==> src/rtl/owm_pkg.sv <==
package owm_pkg;
  typedef enum logic [2:0] {
    CMD_NONE     = 3'd0,
    CMD_READ     = 3'd1,
    CMD_SKIP     = 3'd2,
    CMD_MATCH    = 3'd3,
    CMD_SEARCH   = 3'd4,
    CMD_OD_SKIP  = 3'd5,
    CMD_OD_MATCH = 3'd6,
    CMD_UNKNOWN  = 3'd7
  } rom_cmd_e;

  typedef enum logic [2:0] {
    LNK_IDLE,
    LNK_SAMPLE,
    LNK_LOW,
    LNK_PRES,
    LNK_PRES_END
  } lnk_state_e;

  function automatic rom_cmd_e classify_rom(input logic [7:0] b);
    case (b)
      8'h33, 8'h0F: classify_rom = CMD_READ;
      8'hCC:        classify_rom = CMD_SKIP;
      8'h55:        classify_rom = CMD_MATCH;
      8'hF0:        classify_rom = CMD_SEARCH;
      8'h3C:        classify_rom = CMD_OD_SKIP;
      8'h69:        classify_rom = CMD_OD_MATCH;
      default:      classify_rom = CMD_UNKNOWN;
    endcase
  endfunction
endpackage

==> src/rtl/owm_sync.sv <==
module owm_sync #(
  parameter int STAGES = 2
) (
  input  logic clk,
  input  logic rst_n,
  input  logic raw,
  output logic line_s,
  output logic fall
);
  logic [STAGES-1:0] chain;
  logic              line_d;

  always_ff @(posedge clk) begin
    if (!rst_n) begin
      chain  <= '1;
      line_d <= 1'b1;
    end else begin
      chain  <= {chain[STAGES-2:0], raw};
      line_d <= chain[STAGES-1];
    end
  end

  assign line_s = chain[STAGES-1];
  assign fall   = line_d & ~line_s;
endmodule

==> src/rtl/owm_link.sv <==
module owm_link
  import owm_pkg::*;
#(
  parameter int CLKS_PER_T = 3000
) (
  input  logic clk,
  input  logic rst_n,
  input  logic line_s,
  input  logic fall,
  output logic bit_valid,
  output logic bit_value,
  output logic reset_valid,
  output logic presence_valid,
  output logic presence_seen
);
  localparam int TW = $clog2(8 * CLKS_PER_T + 2) + 1;
  localparam logic [TW-1:0] SAMPLE_AT = TW'(CLKS_PER_T);
  localparam logic [TW-1:0] RESET_MIN = TW'(8 * CLKS_PER_T);
  localparam logic [TW-1:0] PRES_AT   = TW'((5 * CLKS_PER_T) / 2);
  localparam logic [TW-1:0] TMAX      = '1;

  lnk_state_e      state;
  logic [TW-1:0]   timer;

  always_ff @(posedge clk) begin
    if (!rst_n) begin
      state          <= LNK_IDLE;
      timer          <= '0;
      bit_valid      <= 1'b0;
      bit_value      <= 1'b0;
      reset_valid    <= 1'b0;
      presence_valid <= 1'b0;
      presence_seen  <= 1'b0;
    end else begin
      bit_valid      <= 1'b0;
      reset_valid    <= 1'b0;
      presence_valid <= 1'b0;
      if (timer != TMAX) timer <= timer + 1'b1;
      unique case (state)
        LNK_IDLE: begin
          if (fall) begin
            timer <= TW'(1);
            state <= LNK_SAMPLE;
          end
        end
        LNK_SAMPLE: begin
          if (timer == SAMPLE_AT) begin
            bit_valid <= 1'b1;
            bit_value <= line_s;
            state     <= line_s ? LNK_IDLE : LNK_LOW;
          end
        end
        LNK_LOW: begin
          if (line_s) begin
            if (timer > RESET_MIN) begin
              reset_valid <= 1'b1;
              timer       <= TW'(1);
              state       <= LNK_PRES;
            end else begin
              state <= LNK_IDLE;
            end
          end
        end
        LNK_PRES: begin
          if (timer == PRES_AT) begin
            presence_valid <= 1'b1;
            presence_seen  <= ~line_s;
            state          <= line_s ? LNK_IDLE : LNK_PRES_END;
          end
        end
        LNK_PRES_END: begin
          if (line_s) state <= LNK_IDLE;
        end
        default: state <= LNK_IDLE;
      endcase
    end
  end
endmodule

==> src/rtl/owm_assembler.sv <==
module owm_assembler
  import owm_pkg::*;
#(
  parameter int BYTE_W = 8
) (
  input  logic              clk,
  input  logic              rst_n,
  input  logic              bit_valid,
  input  logic              bit_value,
  input  logic              reset_valid,
  output logic              byte_valid,
  output logic [BYTE_W-1:0] byte_value,
  output logic              cmd_valid,
  output rom_cmd_e          cmd_code
);
  localparam int CW = $clog2(BYTE_W);
  localparam logic [CW-1:0] LAST = CW'(BYTE_W - 1);

  logic [CW-1:0]     cnt;
  logic [BYTE_W-1:0] shreg;
  logic              armed;
  logic [BYTE_W-1:0] next_shreg;

  assign next_shreg = {bit_value, shreg[BYTE_W-1:1]};

  always_ff @(posedge clk) begin
    if (!rst_n) begin
      cnt        <= '0;
      shreg      <= '0;
      armed      <= 1'b0;
      byte_valid <= 1'b0;
      byte_value <= '0;
      cmd_valid  <= 1'b0;
      cmd_code   <= CMD_NONE;
    end else begin
      byte_valid <= 1'b0;
      cmd_valid  <= 1'b0;
      if (reset_valid) begin
        cnt      <= '0;
        shreg    <= '0;
        armed    <= 1'b1;
        cmd_code <= CMD_NONE;
      end else if (bit_valid) begin
        shreg <= next_shreg;
        if (cnt == LAST) begin
          cnt        <= '0;
          byte_valid <= 1'b1;
          byte_value <= next_shreg;
          if (armed) begin
            armed     <= 1'b0;
            cmd_valid <= 1'b1;
            cmd_code  <= classify_rom(next_shreg[7:0]);
          end
        end else begin
          cnt <= cnt + 1'b1;
        end
      end
    end
  end
endmodule

==> src/rtl/onewire_monitor.sv <==
module onewire_monitor
  import owm_pkg::*;
#(
  parameter int CLKS_PER_T  = 3000,
  parameter int SYNC_STAGES = 2
) (
  input  logic       clk,
  input  logic       rst_n,
  input  logic       owr_in,
  output logic       reset_valid,
  output logic       presence_valid,
  output logic       presence_seen,
  output logic       bit_valid,
  output logic       bit_value,
  output logic       byte_valid,
  output logic [7:0] byte_value,
  output logic       cmd_valid,
  output logic [2:0] cmd_code
);
  logic     line_s;
  logic     fall;
  rom_cmd_e code_e;

  owm_sync #(.STAGES(SYNC_STAGES)) u_sync (
    .clk(clk), .rst_n(rst_n), .raw(owr_in), .line_s(line_s), .fall(fall)
  );

  owm_link #(.CLKS_PER_T(CLKS_PER_T)) u_link (
    .clk(clk), .rst_n(rst_n), .line_s(line_s), .fall(fall),
    .bit_valid(bit_valid), .bit_value(bit_value),
    .reset_valid(reset_valid), .presence_valid(presence_valid),
    .presence_seen(presence_seen)
  );

  owm_assembler #(.BYTE_W(8)) u_asm (
    .clk(clk), .rst_n(rst_n), .bit_valid(bit_valid), .bit_value(bit_value),
    .reset_valid(reset_valid), .byte_valid(byte_valid),
    .byte_value(byte_value), .cmd_valid(cmd_valid), .cmd_code(code_e)
  );

  assign cmd_code = code_e;
endmodule

==> config.mk <==
export PLATFORM = sky130hd
export DESIGN_NAME = onewire_monitor
export DESIGN_NICKNAME = d
export VERILOG_FILES = /design/src/rtl/owm_pkg.sv /design/src/rtl/owm_sync.sv /design/src/rtl/owm_link.sv /design/src/rtl/owm_assembler.sv /design/src/rtl/onewire_monitor.sv
export SDC_FILE = /design/constraint.sdc
export NUM_CORES = 1
export LEC_CHECK = 0
export BUFFER_PORTS_ARGS = -buffer_cell sky130_fd_sc_hd__buf_2
export CAP_MARGIN = 20
export CORE_UTILIZATION = 46
export CTS_BUF_LIST = sky130_fd_sc_hd__clkbuf_4 sky130_fd_sc_hd__clkbuf_8 sky130_fd_sc_hd__clkbuf_16
export CTS_CLUSTER_DIAMETER = 120
export DETAILED_ROUTE_END_ITERATION = 16
export GPL_TIMING_DRIVEN = 0
export PLACE_DENSITY = 0.62
export SLEW_MARGIN = 40
export SYNTH_ARGS = -nofsm -noshare
export SYNTH_HDL_FRONTEND = slang
export SYNTH_HIERARCHICAL = 1
export SYNTH_SLANG_ARGS = --single-unit
export TNS_END_PERCENT = 30
==> constraint.sdc <==
create_clock -name clk -period 2.7 [get_ports clk]
set_clock_uncertainty 0.2 [all_clocks]
set_input_delay 0.27 -clock clk [delete_from_list [all_inputs] [get_ports clk]]
set_output_delay 0.27 -clock clk [all_outputs]
set_load 0.02 [all_outputs]
Yosys cells after proc, flatten, opt, wreduce, memory -nomap -nowiden
Cells that the tools add are included.
Widths: inputs -> output; s select.
Word-level totals
  flip-flop bits (word level): 52
  latch bits: 0
  word-level logic and storage cells: 85
  memory bits (writable): 0
  input bits: 3
  memories kept: 0
  ROM bits: 0
  output and inout port bits: 18
Cells by class
  mux-type cells: 24
  order comparisons: 1
  bitwise operators: 6
  add/subtract/negate cells: 2
  divide/modulo/power cells: 0
  eq/ne operators: 20
  multipliers: 0
  reduce and logical (&&, ||, !) cells: 16
  shift operators: 0
Operator list (number)
  $mux 16: 4
  $pmux 16 s2: 1
  $mux 3: 7
  $pmux 3 s6: 1
  $add 16x1->16 const B: 1
  $eq 16x12->1 const B: 1
  $eq 16x13->1 const B: 1
  $eq 8x6->1 const B: 2
  $eq 8x7->1 const B: 2
  $eq 8x8->1 const B: 2
  $gt 16x15->1 const B: 1
  $ne 16x16->1 const B: 1
  $pmux 3 s5: 1
  $reduce_and 2->1: 5
  $reduce_and 3->1: 3
  $eq 8x4->1 const B: 1
  $mux 1: 8
  $eq 3x2->1 const B: 2
  $eq 3x3->1 const B: 2
  $ne 2x2->1 const B: 3
  $not 1->1: 5
  $reduce_and 5->1: 1
  $mux 2: 2
  $ne 2x1->1 const B: 2
  8 further kinds: 10

Depth between registers and ports, before layout
Gate-level depths: netlist (run 1).
  depth in word-level cells: 5
  mapped depth: 8
  mapped depth without buffers: 7

By module
Netlist (run 1), hierarchy kept.
By module, submodules not included
  owm_link: cells each 149, area an instance 1268.7 µm², times used 1, sequential area each 480.5 µm²
  owm_assembler: cells each 107, area an instance 1064.8 µm², times used 1, sequential area each 480.5 µm²
  owm_sync: cells each 7, area an instance 85.1 µm², times used 1, sequential area each 60.1 µm²

Worst setup path after synthesis (run 1)
OpenSTA, ideal clock, no wires.
  path kind: register -> register
  from: reg u_link.timer[0]
  to: reg u_link.timer[0]
  data required time: 2373 ps
  clock period less this slack: 2056 ps
  stages on the path, launching flop included: 9
  library setup time: 127 ps
  arrival: 1730 ps
  setup slack: 644 ps
  path buffers: 2
  cell sequence: dfxtp_1 > ha_1 > nand3_2 > or3_1 > buf_2 > or2_1 > buf_6 > xnor2_1 > a31oi_1
Between the ends
  cells in the longest elaborated chain, start to end: 5
  elaborated cells between the ends (all ways): 8
  those cells by class: 1 x add/sub; 1 x order compare; 1 x eq/ne; 5 x mux
Ends and longest elaborated chain
  start, declared: line owm_link.sv:23  | logic [TW-1:0] timer;
  start signal, assigned: line owm_link.sv:38  | if (timer != TMAX) timer <= timer + 1'b1;
  $add 16x1->16 or $ne 16x16->1 (tied branches): line owm_link.sv:38
  $mux 16: line owm_link.sv:38
  $mux 16: line owm_link.sv:55  | if (timer > RESET_MIN) begin
  $mux 16: line owm_link.sv:54  | if (line_s) begin
  $pmux 16 s2 *: line owm_link.sv:39  | unique case (state)
Every way passes the cells marked *; elsewhere a longest branch is shown, timed or not.
A chain may end at the register's enable or synchronous reset.

Worst setup path after layout (run 1)
Same ends and word-level chain as after synthesis.

==> reports/qor.yml, run 1 <==
wp_data_arrival_ns: 2.29
first_drt_pass_iteration_count: 4
cell_depth_of_the_worst_min_delay_path: 2
synth-adder-area-share_pct: 2.069
max_clock_freq_ghz: 0.4421
finish.net_count: 298
initial_core_util_pct: 47.66
floorplan.die_area_mm2: 0.005552
tritoncts: "built"
cts_buffers: 5
place_worst_setup_slack_ns: 0.4576
seqPwrFrac_pct: 58.1
root_buffer: "clkbuf_8"
yosys.area.top_type: "dfxtp_1"
critPathLaunchType: "flip-flop"
post_synth_top_area_share_pct: 42.21
synth-xor-area-share_pct: 3.621
share_clk_of_total_power_pct: 38.9
design.portCount: 21
outcome: "completed"
globalRoute.totalOverflow: 0
number_of_antenna_violations_at_the_first_check_in_global_routing: 0
intPower_w: 0.001054
power_switching_w: 0.0002635
avgViaCountPerCell: 5.371
drt_iter0_markers: 96
ys.flop_type: "dfxtp_1"
place_congestion: 0.7883
die_height_um: 74.51
synth_fp_nets: 270
hold_path.class: "primary input to flip-flop"
cts_num_sinks: 51
cellLeakagePower_nw: 1.045
cts-resized-gates: 0
ant_nets: 0
max_cap_viol_count: 0
power_density_mw_per_mm2: 483.8
worst_skew_pair.late_latency_ns: 0.30
worstMarginPinSlew_ns: 0.6950
worstPathRequired_ns: 2.72
insertedDiodeCount: 0
cts_hold_buffers: 1
cts_setup_buffers: 0
worst_slack_ns: 0.4380
syn_to_final_growth_pct: 12.57
setup_failing_eps_final: 0
cts-root-to-sink-buffers: 2
top_cells_by_area_in_the_synthesized_netlist: "dfxtp_1 42%, mux2i_1 7.9%, nor2_1 7.1%, a21oi_1 2.7%, xnor2_1 2.2%"
ys_seq_elements: 51
post_drt_wl_per_cell_um: 13.07
path_max_fanout: 7
final_min_period_over_clock_period_pct: 83.78
placementRows: 26
grtUsageTotal_pct: 18.43
drt-total-wl_um: 4718
rsz0062_at_grt: "no"
fp.dieW_um: 74.51
grt_max_degree: 15
end_kind: "flip-flop"
detailed_place_hpwl_um: 3339
final_max_slew_viol_count: 0
setup.worst_path.class: "flip-flop to flip-flop"
seq_area_frac_synth_pct: 42.21
final_hold_violating_endpoints: 0
synth.mux.area_fraction_pct: 8.329
port_buffers: 20
dominant_combinational_cell_family_by_area_after_synthesis: "simple AND/OR/NAND/NOR gates"
ys_types: 52
ir_drop_mv: 0.2274
dr_total_vias: 1939
grt_pass1_wl_um: 7879
synth_area_in_compound_gates_pct: 11.59
synth-warning-count: 6
finalWorstPathRequiredPeriod_ns: 2.262
drive_gt1_share_pct: 14.09
ctsHtreeMaxLevel: 2
combPwrFrac_pct: 3.0
worst_r2r_path_depth: 8
avgSynthCellArea_um2: 9.196
clock_transition_time_at_the_flip_flop_clock_pins_of_the_worst_setup_and_hold_paths_ns: 0.08
max_slew_margin_pct: 53.66
syn-cell-area_mm2: 0.002419
core_region_area_mm2: 0.005075
post_syn_instances: 263
number_of_global_route_vias_before_repair: 1688
setup_total_negative_slack_ns: 0
post-route-drc-count: 0
synth_edf_count: 0
post_synth_and_or_nand_nor_area_fraction_pct: 28.92
netSwitchingFraction_pct: 20.01
synthArstFlopShare_pct: 0
critical path, stage by stage, from the launching register on:
cell and delay [ns]:
dfxtp_1 0.43, ha_1 0.22, nand3_2 0.15, or3_1 0.37, buf_2 0.17, or2_1 0.24, buf_6 0.13, xnor2_1 0.11
a31oi_1 0.17
Yosys cell counts (2+ instances only):
cell / count
nand2b_1: 7
nor2b_1: 4
a211oi_1: 3
xor2_1: 4
nand3_1: 8
nor4bb_1: 4
and4b_1: 2
dfxtp_1: 51
ha_1: 4
a21oi_1: 13
or3_1: 3
nor3_1: 6
inv_1: 8
buf_2: 3
a31oi_1: 4
and3_1: 3
mux2i_1: 19
xnor2_1: 6
o21ai_0: 4
nand3_2: 2
a311oi_1: 3
nor2_1: 46
a211oi_2: 2
clkbuf_1: 3
nand3b_1: 3
nor4_1: 2
nand2_1: 9
nand4_1: 5
and4_1: 4
buf_1: 2
nor4b_1: 3
or2_1: 2
and4bb_1: 2
per-stage QoR:
step           power [W]  std cells  instance area [um2]  util, %  hold slack [ns]
6_report        0.001317        361                 2723    53.65          0.05248
3_5_place_dp   0.0008223        353                 2606    51.36           0.2117
5_1_grt         0.001377        361                 2723    53.65          0.04799
4_1_cts         0.001347        361                 2723    53.65          0.04505
2_1_floorplan  0.0008090        263                 2419        -           0.1430
3_3_place_gp   0.0008219        353                 2606    51.36           0.2025
metal layers:
layer	track usage, %	up-vias	part of all wire [%]
met5	0	-	0
li1	-	1006	-
met4	7.547	0	1.3
met1	27.49	896	54
met2	26.23	32	41
met3	2.846	5	3.3
area by class of cell:
class,count,area (um2)
multi-input combinational,194,1319
fill,495,2352
inverter,9,33.78
sequential,51,1021
clock buffer,6,76.32
tap,70,87.58
buffer,9,45.04
clock inverter,1,30.03
timing repair buffer,21,110.1
worst paths after layout:
| check | startpoint | end | slack [ns] |
|---|---|---|---|
| setup / recovery | u_link/timer[0] | u_link/timer[0] | 0.44 |
| hold / removal | rst_n | u_sync/chain[0] | 0.05 |
| setup reg to reg | u_link/timer[0] | u_link/timer[0] | 0.44 |
| hold reg to reg | u_sync/chain[0] | u_sync/chain[1] | 0.23 |
placed cells by master (no fill, tap or decap), types with 4 or more instances in the layout:
cell / instances
nand2b_1: 7
nand4_1: 5
nand3_1: 8
xor2_1: 4
a31oi_1: 4
buf_2: 23
nor2_1: 46
mux2i_1: 19
a21oi_1: 13
nand2_1: 9
nor2b_1: 4
o21ai_0: 4
nor4bb_1: 4
ha_1: 4
and4_1: 4
clkbuf_8: 5
xnor2_1: 6
inv_1: 8
nor3_1: 6
dfxtp_1: 51
state kept, by name, indices dropped and copies added, names as in the netlist:
name and flops:
u_link/timer 16, u_asm/byte_value 8, u_asm/shreg 7, u_asm/cmd_code 3
u_asm/cnt 3, u_link/state 3, u_sync/chain 2, u_asm/armed 1
u_asm/byte_valid 1, u_asm/cmd_valid 1, u_link/bit_valid 1, u_link/bit_value 1
u_link/presence_seen 1, u_link/presence_valid 1, u_link/reset_valid 1, u_sync/line_d 1
power by group through the flow:
stage / combinational [W] / sequential [W] / clock (W)
floorplan: 0.0000278 / 0.000781 / 0
global placement: 0.0000386 / 0.000783 / 0
detailed placement: 0.0000388 / 0.000784 / 0
CTS: 0.0000401 / 0.000766 / 0.000541
global route: 0.0000453 / 0.000767 / 0.000565
finish: 0.0000393 / 0.000766 / 0.000512
cell families (layout without fill, tap and decap cells):
family / Yosys count / count (layout)
muxes: 20 / 20
adders and majority gates: 4 / 4
and+or+nand+nor: 121 / 121
xor gates and xnor gates: 10 / 10
DFF: 51 / 51
AOI/OAI and AO/OA: 39 / 39
buffers and inverters: 18 / 46
(Power assumes the default switching activity.)
==> inputs of run 2 (changes only) <==
--- a/config.mk
+++ b/config.mk
@@ -12,7 +12,7 @@
 export CTS_CLUSTER_DIAMETER = 120
 export DETAILED_ROUTE_END_ITERATION = 16
 export GPL_TIMING_DRIVEN = 0
-export PLACE_DENSITY = 0.62
+export PLACE_DENSITY = 0.65
 export SLEW_MARGIN = 40
 export SYNTH_ARGS = -nofsm -noshare
 export SYNTH_HDL_FRONTEND = slang
==> constraint.sdc (replaced) <==
create_clock -name clk -period 1.9 [get_ports clk]
set_clock_uncertainty 0.2 [all_clocks]
set_input_delay 0.19 -clock clk [delete_from_list [all_inputs] [get_ports clk]]
set_output_delay 0.19 -clock clk [all_outputs]
set_load 0.02 [all_outputs]
==> reports/qor.yml, run 2 (synthesized netlist as in run 1, its figures left out) <==
postLayoutCellArea_mm2: 0.003005  # +10%
cellLeakagePower_nw: 1.154  # +10%
drt-total-wl_um: 5314  # +13%
dr_total_vias: 2039  # +5.2%
share_clk_of_total_power_pct: 36.0  # -2.9 points
final_max_slew_viol_count: 0  # unchanged
globalRoute.totalOverflow: 0  # unchanged
floorplan.die_area_mm2: 0.005552  # unchanged
post-route-drc-count: 0  # unchanged
global_routing_met2_resource_utilization_pct: 32.63  # +6.4 points
detailed_place_hpwl_um: 3509  # +5.1%
reg2reg_slack_ns: -0.05  # -0.49 ns
number_of_antenna_violations_at_the_first_check_in_global_routing: 0  # unchanged
final.fill_count: 468  # -5.5%
insertedDiodeCount: 0  # unchanged
largest_reg_flops: 16  # unchanged
path_max_fanout: 6  # -1
power_switching_w: 0.0004133  # +57%
crit_family: "simple AND/OR/NAND/NOR gates"
worst_skew_pair.late_latency_ns: 0.30  # about the same
cts_num_sinks: 51  # unchanged
failing_checks: "setup timing"
crit_path_frequent_cell: "buf_6"
first_drt_pass_iteration_count: 4  # unchanged
grt.met1_usage_pct: 24.98  # -2.5 points
initial_core_util_pct: 47.66  # unchanged
end_kind: "flip-flop"
critPathLaunchType: "flip-flop"
final_hold_violating_endpoints: 0  # unchanged
ff_to_ff_start: "u_link/timer[9]"
worstPathRequired_ns: 1.92  # -0.80 ns
setup_total_negative_slack_ns: -0.08350  # -0.08350 ns
avgViaCountPerCell: 5.481  # +2.0%
cp-startpoint: "u_link/timer[9]"
post_route_core_utilization_pct: 59.22  # +5.6 points
netSwitchingFraction_pct: 22.38  # +2.4 points
root_buffer: "clkbuf_8"
ir_drop_mv: 0.4879  # +110%
crit_path_top_delay_cell: "or3_4"
cts-root-to-sink-buffers: 2  # unchanged
leading_cell_type_in_the_layout_fill_and_taps_excluded: "nor2_1"
die_height_um: 74.51  # unchanged
final_min_period_over_clock_period_pct: 102.9  # +19 points
place_congestion: 0.9449  # +20%
post_drt_wl_per_cell_um: 14.28  # +9.3%
intPower_w: 0.001433  # +36%
grtUsageTotal_pct: 19.44  # +1.0 points
outcome: "complete, but fails checks"
setup.worst_path.class: "flip-flop to flip-flop"
grt_max_degree: 16  # +1
largest_regs: "u_link/timer (16), u_asm/byte_value (8), u_asm/shreg (7)"
syn_to_final_growth_pct: 24.26
worst_slack_ns: -0.05484  # -0.4928 ns
cell_by_cell_listing_of_the_critical_path: "buf_6 -> nand4_1 -> or3_4 -> or2_1 -> buf_6 -> xnor2_2 -> a31oi_1"
cell_area_reported_after_detailed_placement_mm2: 0.002638  # +1.2%
design.portCount: 21  # unchanged
cp.depth: 7  # -1
registers.top_by_ff_count: "u_link/timer"
finish.net_count: 308  # +3.4%
final_cells: 372  # +3.0%
met3_usage_pct: 3.794  # +0.95 points
seqPwrFrac_pct: 59.1  # +1.0 points
clock_transition_time_at_the_flip_flop_clock_pins_of_the_worst_setup_and_hold_paths_ns: 0.09  # about the same
worstSetupEndpoint: "u_link/timer[0]"
place_worst_setup_slack_ns: -0.2638  # -0.7214 ns
worstMarginPinSlew_ns: 0.6758  # -0.01923 ns
cpPeakStageDelay_ns: 0.44  # about the same
reg2reg_to: "u_link/timer[0]"
ctsHtreeMaxLevel: 2  # unchanged
layout_common_cells: "39 x nor2_1, 34 x dfxtp_1, 21 x buf_2, 19 x mux2i_1, 15 x dfxtp_2"
ant_nets: 0  # unchanged
wp_data_arrival_ns: 1.98  # -0.31 ns
max_clock_freq_ghz: 0.5116  # +16%
worst_r2r_path_depth: 7  # -1
setup_failing_eps_final: 4  # +4
fp.dieW_um: 74.51  # unchanged
drt_iter0_markers: 89  # -7.3%
grt_pass1_wl_um: 8328  # +5.7%
drive_gt1_share_pct: 30.13  # +16 points
rsz0062_at_grt: "yes"
placed_cell_count: 353  # unchanged
finalWorstPathRequiredPeriod_ns: 1.955  # -0.3072 ns
power_density_mw_per_mm2: 614.3  # +27%
core_region_area_mm2: 0.005075  # unchanged
max_slew_margin_pct: 54.95  # +1.3 points
max_cap_viol_count: 0  # unchanged
cts_buffers: 5  # unchanged
placementRows: 26  # unchanged
number_of_global_route_vias_before_repair: 1795  # +6.3%
hold_path.class: "flip-flop to flip-flop"
grt_most_used_layer: "met2"
tritoncts: "built"
port_buffers: 20  # unchanged
combPwrFrac_pct: 4.9  # +1.9 points
cp.buffers_inverters: 2  # unchanged
==> run 2: changes by cell type in the layout (fill, tap and decap cells not counted), moves of 7 or more <==
cell	change
nor2_2	+7
dfxtp_2	+15
buf_4	+10
dfxtp_1	-17
nor2_1	-7
==> run 2: power groups by stage <==
stage	clock network, W	logic [W]	registers [W]
final	0.000665	0.0000910	0.00109
after global routing	0.000728	0.000101	0.00109
after CTS	0.000685	0.0000706	0.00109
after detailed placement	0	0.0000562	0.00112
after global placement	0	0.0000560	0.00112
after floorplan	0	0.0000409	0.00111
==> run 2: area by class of cell <==
class / count / area (um2) / share of cell area [%]
buffer: 6 / 50.05 / 1.665
clock buffer: 7 / 90.09 / 2.998
clock inverter: 1 / 8.758 / 0.2914
inverter: 9 / 33.78 / 1.124
multi-input combinational: 194 / 1458 / 48.50
sequential: 51 / 1047 / 34.85
tap: 70 / 87.58 / 2.914
timing repair buffer: 34 / 230.2 / 7.660
==> run 2: what timing repair did <==
item	in CTS	in global routing
hold buffers	3	0
endpoints found under the hold margin	3	0
setup endpoints to repair	25	22
gates resized for setup	20	30
setup buffers	5	5
cloned	0	1
pin swaps	7	12
==> run 2: how the worst min path moves through the flow <==
stage | depth (start not counted) | end | slack (ns) | from
final | 1 | u_sync/chain[1] | 0.22 | u_sync/chain[0]
after global routing | 1 | u_sync/chain[1] | 0.25 | u_sync/chain[0]
after CTS | 1 | u_sync/chain[1] | 0.22 | u_sync/chain[0]
after detailed placement | 2 | u_sync/chain[0] | 0.18 | owr_in
after global placement | 2 | u_sync/chain[0] | 0.17 | owr_in
after floorplan | 1 | u_sync/chain[1] | 0.06 | rst_n
==> run 2: per-stage QoR <==
step                hold WS [ns]  total power, W
floorplan                0.06304        0.001154
global placement          0.1693        0.001171
detailed placement        0.1760        0.001172
CTS                       0.2176        0.001845
global route              0.2537        0.001921
finish                    0.2214        0.001846
==> run 2: routing by layer <==
layer | up-vias | part of all wire [%]
li1 | 1023 | -
met1 | 961 | 46
met2 | 49 | 49
met3 | 6 | 3.5
met4 | 0 | 0.98
met5 | - | 0
